**config.mk**
```make
export PLATFORM = sky130hd
export DESIGN_NAME = bilbo_reg
export DESIGN_NICKNAME = d
export VERILOG_FILES = /design/src/rtl/bilbo_pkg.sv /design/src/rtl/bilbo_feedback.sv /design/src/rtl/bilbo_next.sv /design/src/rtl/bilbo_reg.sv
export SDC_FILE = /design/constraint.sdc
export NUM_CORES = 1
export LEC_CHECK = 0
export BUFFER_PORTS_ARGS = -buffer_cell sky130_fd_sc_hd__buf_2
export CORE_AREA = 2 2 39 41
export DETAILED_ROUTE_END_ITERATION = 10
export DIE_AREA = 0 0 41 43
export PLACE_DENSITY = 0.41
export RECOVER_POWER = 100
export REMOVE_ABC_BUFFERS = 1
export SKIP_LAST_GASP = 1
export SLEW_MARGIN = 5
export SYNTH_ARGS = -nofsm -noshare
export SYNTH_HDL_FRONTEND = slang
export SYNTH_SLANG_ARGS = --single-unit
```
**constraint.sdc**
```tcl
create_clock -name clk -period 1.4 [get_ports clk]
set_clock_uncertainty 0.05 [all_clocks]
set_input_delay 0.14 -clock clk [delete_from_list [all_inputs] [get_ports clk]]
set_output_delay 0.14 -clock clk [all_outputs]
set_load 0.02 [all_outputs]
```
**src/rtl/bilbo_pkg.sv**
```systemverilog
package bilbo_pkg;
  typedef enum logic [1:0] {
    BILBO_CLEAR   = 2'b00,
    BILBO_SCAN    = 2'b01,
    BILBO_COMPACT = 2'b10,
    BILBO_LOAD    = 2'b11
  } bilbo_mode_e;
endpackage

```
**src/rtl/bilbo_feedback.sv**
```systemverilog
module bilbo_feedback #(
  parameter int unsigned WIDTH = 4,
  parameter logic [WIDTH-1:0] TAP_MASK = 4'b1001
) (
  input  logic [WIDTH-1:0] state,
  output logic             fb
);
  // XOR chain over the tapped bits, one stage per bit
  logic [WIDTH:0] chain;
  assign chain[0] = 1'b0;
  for (genvar i = 0; i < WIDTH; i++) begin : g_tap
    if (TAP_MASK[i]) begin : g_on
      assign chain[i+1] = chain[i] ^ state[i];
    end else begin : g_off
      assign chain[i+1] = chain[i];
    end
  end
  assign fb = chain[WIDTH];
endmodule

```
**src/rtl/bilbo_next.sv**
```systemverilog
module bilbo_next
  import bilbo_pkg::*;
#(
  parameter int unsigned WIDTH = 4
) (
  input  bilbo_mode_e      mode,
  input  logic [WIDTH-1:0] state,
  input  logic [WIDTH-1:0] par_in,
  input  logic             scan_in,
  input  logic             fb,
  output logic [WIDTH-1:0] nxt
);
  localparam logic [WIDTH-1:0] SEED = {{(WIDTH-1){1'b0}}, 1'b1};

  logic [WIDTH-1:0] shifted;
  logic             lockup;

  assign shifted = {state[WIDTH-2:0], fb};
  assign lockup  = (state == '0) && (par_in == '0);

  always_comb begin
    unique case (mode)
      BILBO_CLEAR:   nxt = '0;
      BILBO_SCAN:    nxt = {state[WIDTH-2:0], scan_in};
      BILBO_COMPACT: nxt = lockup ? SEED : (shifted ^ par_in);
      BILBO_LOAD:    nxt = par_in;
      default:       nxt = '0;
    endcase
  end
endmodule

```
**src/rtl/bilbo_reg.sv**
```systemverilog
module bilbo_reg
  import bilbo_pkg::*;
#(
  parameter int unsigned WIDTH = 4,
  parameter logic [WIDTH-1:0] TAP_MASK = 4'b1001
) (
  input  logic             clk,
  input  logic             rst_n,
  input  logic [1:0]       mode,
  input  logic [WIDTH-1:0] par_in,
  input  logic             scan_in,
  output logic [WIDTH-1:0] par_out,
  output logic             scan_out
);
  bilbo_mode_e      mode_e;
  logic [WIDTH-1:0] state_q;
  logic [WIDTH-1:0] state_d;
  logic             fb;
  logic             state_en;

  assign mode_e   = bilbo_mode_e'(mode);
  assign state_en = 1'b1;

  bilbo_feedback #(.WIDTH(WIDTH), .TAP_MASK(TAP_MASK)) fb_i (
    .state (state_q),
    .fb    (fb)
  );

  bilbo_next #(.WIDTH(WIDTH)) next_i (
    .mode    (mode_e),
    .state   (state_q),
    .par_in  (par_in),
    .scan_in (scan_in),
    .fb      (fb),
    .nxt     (state_d)
  );

  always_ff @(posedge clk or negedge rst_n) begin
    if (!rst_n) begin
      state_q <= '0;
    end else if (state_en) begin
      state_q <= state_d;
    end
  end

  assign par_out  = state_q;
  assign scan_out = state_q[WIDTH-1];
endmodule

```
==> out/results.txt, run 1 <==
PwrDens: 1039 nW/um^2
Inserted Clock Buffers: 3
Die span in x: 41 um
CP endpoint kind: flop
Final Core Density: 0.2821
Asr flop ratio synth: 1.000
Number of vias in the routed layout: 265
Core Area: 1384 sq um
Mapped Cells: 26
IO buf count: 13
Final HPWL DP: 530.5 um
Top post-synthesis cells by count: dfrtp_1 (4), nand2b_1 (3), a22o_1 (2), nand2_1 (2), xnor2_1 (2)
CTS tree: built
Clock transition at the registers of the reported paths: 40 ps
Worst slew pin tran: 265.3 ps
Area leader, netlist: dfrtp_1
IO Pins: 14
RD Place Congestion: 0.7000
Crit path kind: reg2reg
Period utilization: 0.9767
Ys Warns: 0
Worst-case clock buffer depth: 2
Most used flip-flop cell after synthesis: dfrtp_1
Top cells by area, synth: dfrtp_1 (37%), nand2b_1 (7.0%), a22o_1 (6.5%)
Count of different cell masters after synthesis: 18
Vias/cell: 4.417
R2R Path End: par_out[0]
Initial antenna violation count: 0
Final Hold Fails: 0
Max H-tree Level: 1
Initial Util: 0.1935
Worst hold stages: 2
Status: complete, no violations
Area Overhead vs Synth: 45.79%
Worst skew pair latency: 230 ps
CP max FO: 2
Grt ovf: 0
Arrival @ worst endpoint: 1480 ps
Post-CTS Resized: 0
DR pass1 iterations: 1
WHS Endpoint: par_out[0]
Worst ir drop on vdd: 0.0004096 V
Syn Std Cell Area: 267.8 sq um
Reg2Reg Depth: 3
Most numerous cell in the Yosys netlist: dfrtp_1
#FFs+latches synth: 4
Static leakage: 0.1807 nW
FILL cells: 163
CP Launch Type: flop
Die Y: 43 um
Die Area: 1763 sq um
Drc violations: 0
Flop-to-flop setup slack: 30 ps
Num rows: 14
Max-slew headroom: 0.8228
First-pass GRT wire length: 1028 um
WL/cell: 10.58 um
DRT iter0 DRCs: 0
FMAX: 731.3 MHz
Fin crit period: 1367 ps
Final WL: 635 um
RSZ-0062 raised after global routing: yes
Pin count of the biggest net entering global routing: 8
Yosys top cell area share: 0.3738
Power Total: 0.4056 mW
Worst R2R Start: par_out[3]
Min-Delay Startpoint: scan_in
Clk sink count: 4
Fin. max-slew vios: 0
Ant. Diodes: 0
Total setup buffers inserted after CTS: 0
# setup viols final: 0
Max reg flops: 4
Vias in the first global route: 246
GRT Util Overall: 0.09091
Layout cells sized above 1: 0.4318
Mean post-synth cell area: 10.30 sq um
Final ANT Viol Nets: 0
Number of synthesized flops with an enable pin: 0
Seq/Total Area, Yosys: 0.3738
Max cap viols: 0
Final #Nets: 55
Worst path required time: 1520 ps
HP Class: in2reg
Root Driver: clkbuf_4
-- kinds of logic (layout without fill, tap and decap cells) --
logic type,after synthesis,in the layout,synth area share
xor+xnor,2,2,0.06543
simple gates,10,10,0.2477
flops,4,4,0.3738
buf+inv,2,20,0.04205
mux,1,1,0.04205
compound gates,7,7,0.2290
-- final cells by class --
type                       count  area, sq um  share of cell area
inverter                       1        3.754            0.009615
clock buffer                   3        22.52             0.05769
sequential                     4        100.1              0.2564
timing repair buffer          16        87.58              0.2244
multi-input combinational     20        156.4              0.4006
tap                           16        20.02             0.05128
-- how the worst max path moves through the flow --
stage	from	end	slack (ps)	cells after the start
global placement	par_out[3]	par_out[0]	50	3
detailed placement	par_out[3]	par_out[0]	30	3
floorplan	par_out[3]	par_out[0]	-180	3
global route	par_out[3]	par_out[0]	-9	3
finish	par_out[3]	par_out[0]	30	3
CTS	par_out[3]	par_out[0]	20	3
-- stage by stage --
stage / hold slack [ps] / worst slack (ps) / cells / area (sq um) / TNS, ps
6_report: 93.76 / 32.62 / 60 / 390.4 / 0
5_1_grt: 91.61 / -9.010 / 60 / 390.4 / -9.010
4_1_cts: 91.41 / 15.05 / 60 / 392.9 / 0
3_5_place_dp: -104.8 / 25.16 / 56 / 360.3 / 0
3_3_place_gp: -102.1 / 45.67 / 56 / 360.3 / 0
2_1_floorplan: -205.6 / -182.7 / 25 / 260.3 / -182.7
-- placed cells by master, fill, tap and decap left out, drive strengths merged --
| cell type | count |
|---|---|
| buf | 13 |
| clkbuf | 5 |
| dfrtp | 4 |
| nand2b | 3 |
| nand2 | 2 |
| xnor2 | 2 |
| a22o | 2 |
| mux2 | 1 |
| nor3b | 1 |
| nor2b | 1 |
| o21ai | 1 |
| inv | 1 |
| o311a | 1 |
| or4 | 1 |
| nor3 | 1 |
| o31ai | 1 |
| nor4bb | 1 |
| a31oi | 1 |
| a32o | 1 |
| dlygate4sd3 | 1 |
-- worst max-delay path, cell delays in order, from the launching register on --
cell     delay [ps]
dfrtp_1         360
or4_4           530
o31ai_2         180
a32o_1          180
-- repair_timing --
| item | CTS | global route |
|---|---|---|
| setup endpoints to repair | 0 | 1 |
| hold buffers | 1 | 0 |
| hold endpoints to repair | 4 | 0 |
-- where the power goes --
group          switching (mW)  internal (mW)
registers              0.0127          0.130
clock network          0.0433         0.0956
logic                  0.0650         0.0590
-- layer usage --
metal	global-route usage	part of all wire	wire length, um	up-vias
li1	-	-	-	134
met1	0.1049	0.40	253	122
met2	0.1188	0.50	318	7
met3	0.04188	0.076	48	2
met4	0.08000	0.024	15	0
met5	0	0	0	-
Power figures use the tool's default switching activity.
==> run 2: changes to the inputs <==
--- a/config.mk
+++ b/config.mk
@@ -5,11 +5,12 @@
 export SDC_FILE = /design/constraint.sdc
 export NUM_CORES = 1
 export LEC_CHECK = 0
+export ABC_AREA = 1
 export BUFFER_PORTS_ARGS = -buffer_cell sky130_fd_sc_hd__buf_2
 export CORE_AREA = 2 2 39 41
 export DETAILED_ROUTE_END_ITERATION = 10
 export DIE_AREA = 0 0 41 43
-export PLACE_DENSITY = 0.41
+export PLACE_DENSITY = 0.43
 export RECOVER_POWER = 100
 export REMOVE_ABC_BUFFERS = 1
 export SKIP_LAST_GASP = 1
==> out/results.txt, run 2 <==
Status: complete, no violations
CP endpoint kind: output port
IO buf count: 13 (unchanged)
Post-CTS Resized: 0 (unchanged)
Asr flop ratio synth: 1.000 (unchanged)
CP Launch Type: flop
Worst Setup Slack, final: 351.0 ps (+318.4 ps)
Crit path kind: reg2out
Commonest non-fill, non-tap cell in the layout: nand2_1
CP max FO: 4 (+2)
Vias in the first global route: 267 (+8.5%)
Pin count of the biggest net entering global routing: 6 (-2)
Num rows: 14 (unchanged)
PwrDens: 1018 nW/um^2 (-2.0%)
Non-Filler Instances: 75 (+25%)
Die Y: 43 um (unchanged)
Fin area: 385.4 sq um (-1.3%)
Ys Warns: 0 (unchanged)
Grt ovf: 0 (unchanged)
Worst path required time: 1210 ps (-310 ps)
GRT Util Overall: 0.09739 (+0.006480)
Commonest cells after routing, fill and taps aside: nand2_1 (15), inv_1 (9), nand3_1 (7), buf_2 (7), clkbuf_1 (6)
Placed insts: 71 (+27%)
Syn Std Cell Area: 285.3 sq um (+6.5%)
First-pass GRT wire length: 1083 um (+5.4%)
Layout cells sized above 1: 0.2034 (-0.2284)
Inserted Clock Buffers: 3 (unchanged)
Die Area: 1763 sq um (unchanged)
CTS tree: built
Final #Nets: 70 (+27%)
Clk sink count: 4 (unchanged)
Most used flip-flop cell after synthesis: dfrtp_1
Ant. Diodes: 0 (unchanged)
Max reg flops: 4 (unchanged)
Sum Neg Setup Slack: 0 ps (unchanged)
Clock transition at the registers of the reported paths: 40 ps (about the same)
Worst ir drop on vdd: 0.0003704 V (-9.6%)
Slowest cell on the critical path: dfrtp_1
Fin. max-slew vios: 0 (unchanged)
Seq/Total Area, Yosys: 0.3509 (-0.02295)
Area of the multi-input gates: 141.4 sq um (-9.6%)
Worst slew pin tran: 246.4 ps (-18.85 ps)
Power Total: 0.3924 mW (-3.3%)
RD Place Congestion: 0.6665 (-4.8%)
Root Driver: clkbuf_4
Vias/cell: 4.240 (-4.0%)
CP bufs+invs: 1 (+1)
Core Area: 1384 sq um (unchanged)
Count of different cell masters after synthesis: 11 (-7)
FMAX: 953.3 MHz (+30%)
Mean post-synth cell area: 6.634 sq um (-36%)
CP peak stage delay: 380 ps (-150 ps)
RSZ-0062 raised after global routing: no
Most numerous cell in the Yosys netlist: nand2_1
Arrival @ worst endpoint: 860 ps (-620 ps)
Worst slack, placed: 409.2 ps (+384.1 ps)
Top post-synthesis cells by count: nand2_1 (14), inv_1 (8), nand3_1 (7), dfrtp_1 (4), o221ai_1 (3)
Max cap viols: 0 (unchanged)
HP Class: in2reg
CP cell instances: clkbuf_1
Final Core Density: 0.2785 (-0.003617)
Area leader, netlist: dfrtp_1
Final WL: 653 um (+2.8%)
Top cells by area, synth: dfrtp_1 (35%), nand2_1 (18%), nand3_1 (12%)
Fin crit period: 1049 ps (-318.4 ps)
#FFs+latches synth: 4 (unchanged)
FILL cells: 168 (+3.1%)
IO Pins: 14 (unchanged)
Number of vias in the routed layout: 318 (+20%)
DRT iter0 DRCs: 7 (+7)
Final ANT Viol Nets: 0 (unchanged)
DR pass1 iterations: 4 (+3)
WL/cell: 8.707 um (-18%)
Worst skew pair latency: 240 ps (about the same)
FF+latch area: 100.1 sq um (unchanged)
# setup viols final: 0 (unchanged)
Yosys top cell area share: 0.3509 (-0.02295)
Static leakage: 0.2080 nW (+15%)
Worst-case clock buffer depth: 2 (unchanged)
DP Area: 362.8 sq um (+0.69%)
Die span in x: 41 um (unchanged)
Delay-heaviest family, CP: flip-flops
Period utilization: 0.7493 (-0.2274)
Final HPWL DP: 563.3 um (+6.2%)
Final Hold Fails: 0 (unchanged)
Min Hold Slack: 123.1 ps (+29.34 ps)
Max-slew headroom: 0.8357 (+0.01293)
Initial Util: 0.2061 (+0.01266)
Max H-tree Level: 1 (unchanged)
Number of synthesized flops with an enable pin: 0 (unchanged)
Mapped Cells: 43 (+65%)
Initial antenna violation count: 0 (unchanged)
Area Overhead vs Synth: 35.09%
Drc violations: 0 (unchanged)
[run 2: final timing paths]
kind	cells after the start	to	slack (ps)	startpoint
min in group asynchronous	2	par_out[3]	230	rst_n
hold reg to reg	2	par_out[3]	550	par_out[2]
setup reg to reg	7	par_out[0]	370	par_out[0]
max in group asynchronous	2	par_out[2]	870	rst_n
setup / recovery	1	scan_out	350	par_out[3]
hold / removal	3	par_out[0]	120	scan_in
[run 2: power by group]
part	switching [mW]	internal (mW)	total (mW)	leakage, nW
registers	0.0103	0.129	0.139	0.0505
clock network	0.0489	0.0960	0.145	0.0138
logic	0.0703	0.0377	0.108	0.144
[run 2: routing by layer]
metal	part of all wire	vias up	track usage
met5	0	-	0
met4	0.0077	0	0.04000
met3	0.11	2	0.07853
met2	0.46	10	0.1219
met1	0.42	137	0.1190
li1	-	169	-
[run 2: layout make-up]
type	instances	share of cell area
tap	16	0.05195
inverter	9	0.08766
timing repair buffer	14	0.1753
multi-input combinational	29	0.3669
clock buffer	3	0.05844
sequential	4	0.2597
[run 2: cells by family after synthesis]
group | synth area share
and+or+nand+nor | 0.4123
DFF | 0.3509
buffers and inverters | 0.1447
AOI/OAI and AO/OA | 0.09212
[run 2: repair_timing]
item	in CTS	in global routing
hold endpoints to repair	4	0
setup endpoints to repair	0	0
buffers inserted	0	0
hold buffers	1	0
==> run 3: changes to the inputs <==
--- a/config.mk
+++ b/config.mk
@@ -5,12 +5,12 @@
 export SDC_FILE = /design/constraint.sdc
 export NUM_CORES = 1
 export LEC_CHECK = 0
-export ABC_AREA = 1
+export ABC_AREA = 0
 export BUFFER_PORTS_ARGS = -buffer_cell sky130_fd_sc_hd__buf_2
 export CORE_AREA = 2 2 39 41
 export DETAILED_ROUTE_END_ITERATION = 10
 export DIE_AREA = 0 0 41 43
-export PLACE_DENSITY = 0.43
+export PLACE_DENSITY = 0.41
 export RECOVER_POWER = 100
 export REMOVE_ABC_BUFFERS = 1
 export SKIP_LAST_GASP = 1
==> constraint.sdc (replaced) <==
create_clock -name clk -period 0.9 [get_ports clk]
set_clock_uncertainty 0.05 [all_clocks]
set_input_delay 0.09 -clock clk [delete_from_list [all_inputs] [get_ports clk]]
set_output_delay 0.09 -clock clk [all_outputs]
set_load 0.02 [all_outputs]
==> out/results.txt, run 3 (synthesis results as in run 1) <==
Inserted Clock Buffers: 3 (unchanged)
Final WL: 914 um (+40%)
Worst slew pin tran: 297.2 ps (+50.80 ps)
HP Class: in2reg
Ant. Diodes: 0 (unchanged)
Power Total: 0.7756 mW (+98%)
Status: finished with violations
PwrDens: 1438 nW/um^2 (+41%)
Crit path kind: reg2reg
Worst path required time: 1020 ps (-190 ps)
CP Launch Type: flop
Final ANT Viol Nets: 0 (unchanged)
# setup viols final: 9 (+9)
Busiest grt layer: met2
Die span in x: 41 um (unchanged)
CP endpoint kind: flop
Static leakage: 0.2519 nW (+21%)
Initial antenna violation count: 0 (unchanged)
Area Overhead vs Synth: 101.4%
Max-slew headroom: 0.8015 (-0.03427)
R2R Path End: par_out[0]
Max reg flops: 4 (unchanged)
Commonest non-fill, non-tap cell in the layout: buf_6
GRT Util Overall: 0.1179 (+0.02055)
RD Place Congestion: 0.7575 (+14%)
Final HPWL DP: 604.3 um (+7.3%)
Num rows: 14 (unchanged)
Worst R2R Start: par_out[2]
Max cap viols: 0 (unchanged)
DRT iter0 DRCs: 5 (-2)
Initial Util: 0.1935 (-0.01266)
Flop-to-flop setup slack: -490 ps (-860 ps)
Pin count of the biggest net entering global routing: 7 (+1)
WL/cell: 13.06 um (+50%)
Min-Delay Startpoint: scan_in
Fin. max-slew vios: 0 (unchanged)
DP Area: 412.9 sq um (+14%)
CTS tree: built
Fin crit period: 1392 ps
Die Area: 1763 sq um (unchanged)
Die Y: 43 um (unchanged)
Worst ir drop on vdd: 0.0006577 V (+78%)
Period utilization: 1.547
Grt ovf: 0 (unchanged)
DR pass1 iterations: 4 (unchanged)
Commonest cells after routing, fill and taps aside: buf_6 (9), buf_4 (8), buf_2 (7)
Core Area: 1384 sq um (unchanged)
Drc violations: 0 (unchanged)
Final #Nets: 65 (-7.1%)
RSZ-0062 raised after global routing: yes
Layout cells sized above 1: 0.6111 (+0.4077)
Worst Setup Slack, final: -492.0 ps (-843.0 ps)
WHS Endpoint: par_out[0]
Number of vias in the routed layout: 317 (-0.31%)
Root Driver: clkbuf_4
Vias in the first global route: 317 (+19%)
Final Hold Fails: 0 (unchanged)
Reg2Reg Depth: 3 (-4)
FMAX: 718.4 MHz
Worst-case clock buffer depth: 2 (unchanged)
IO buf count: 13 (unchanged)
Grt met3 use: 0.03141 (-0.04712)
Failing checks: negative setup slack
Clock transition at the registers of the reported paths: 40 ps (about the same)
Fin area: 539.3 sq um (+40%)
Clk sink count: 4 (unchanged)
Met2 Use GR: 0.1813 (+0.05938)
Vias/cell: 4.529 (+6.8%)
First-pass GRT wire length: 1359 um (+25%)
CP max FO: 2 (-2)
Worst skew pair latency: 230 ps (about the same)
IO Pins: 14 (unchanged)
Worst hold stages: 2 (-1)
Max H-tree Level: 1 (unchanged)
Met1 Use GR: 0.1433 (+0.02435)
Arrival @ worst endpoint: 1510 ps (+650 ps)
## run 3: how the worst max path moves through the flow
stage                    start         end  cells after the start
finish              par_out[2]  par_out[0]                      3
CTS                 par_out[3]  par_out[0]                      3
detailed placement  par_out[3]  par_out[0]                      3
global placement    par_out[3]  par_out[0]                      3
floorplan           par_out[3]  par_out[0]                      3
global route        par_out[2]  par_out[0]                      3
## run 3: what timing repair did
item	in CTS	in global routing
hold buffers	1	0
resized for setup	14	8
hold endpoints to repair	4	0
setup buffers	3	3
pin swaps	2	2
cloned	0	0
setup endpoints to repair	9	9
## run 3: critical path: stages (launching register included)
cell	delay [ps]
dfrtp_1	380
or4_4	530
o31ai_4	180
a32o_1	190
## run 3: stage by stage
stage	setup WS [ps]	util	cells	TNS, ps	hold WS (ps)
2_1_floorplan	-682.7	-	25	-1172	-255.6
3_3_place_gp	-456.1	0.2984	63	-901.0	-154.0
3_5_place_dp	-511.7	0.2984	63	-957.0	-151.4
4_1_cts	-497.2	0.3707	70	-2063	27.29
5_1_grt	-535.4	0.3897	70	-2255	29.81
6_report	-492.0	0.3897	70	-1879	39.05
## run 3: final cells by class
| type | instances | area (sq um) |
|---|---|---|
| Fill cell | 150 | 844.6 |
| Timing Repair Buffer | 26 | 210.2 |
| Multi-Input combinational cell | 20 | 182.7 |
| Sequential cell | 4 | 100.1 |
| Clock buffer | 3 | 22.52 |
| Tap cell | 16 | 20.02 |
| Inverter | 1 | 3.754 |
## run 3: routing by layer
metal	wire length, um	vias to the layer above
met2	508	9
li1	-	156
met5	0	-
met3	48	0
met1	357	152
met4	0	0
## run 3: where the power goes
| part | total, mW | internal (mW) | switching (mW) |
|---|---|---|---|
| Sequential | 0.226 | 0.202 | 0.0235 |
| Combinational | 0.335 | 0.194 | 0.141 |
| Clock | 0.215 | 0.149 | 0.0666 |
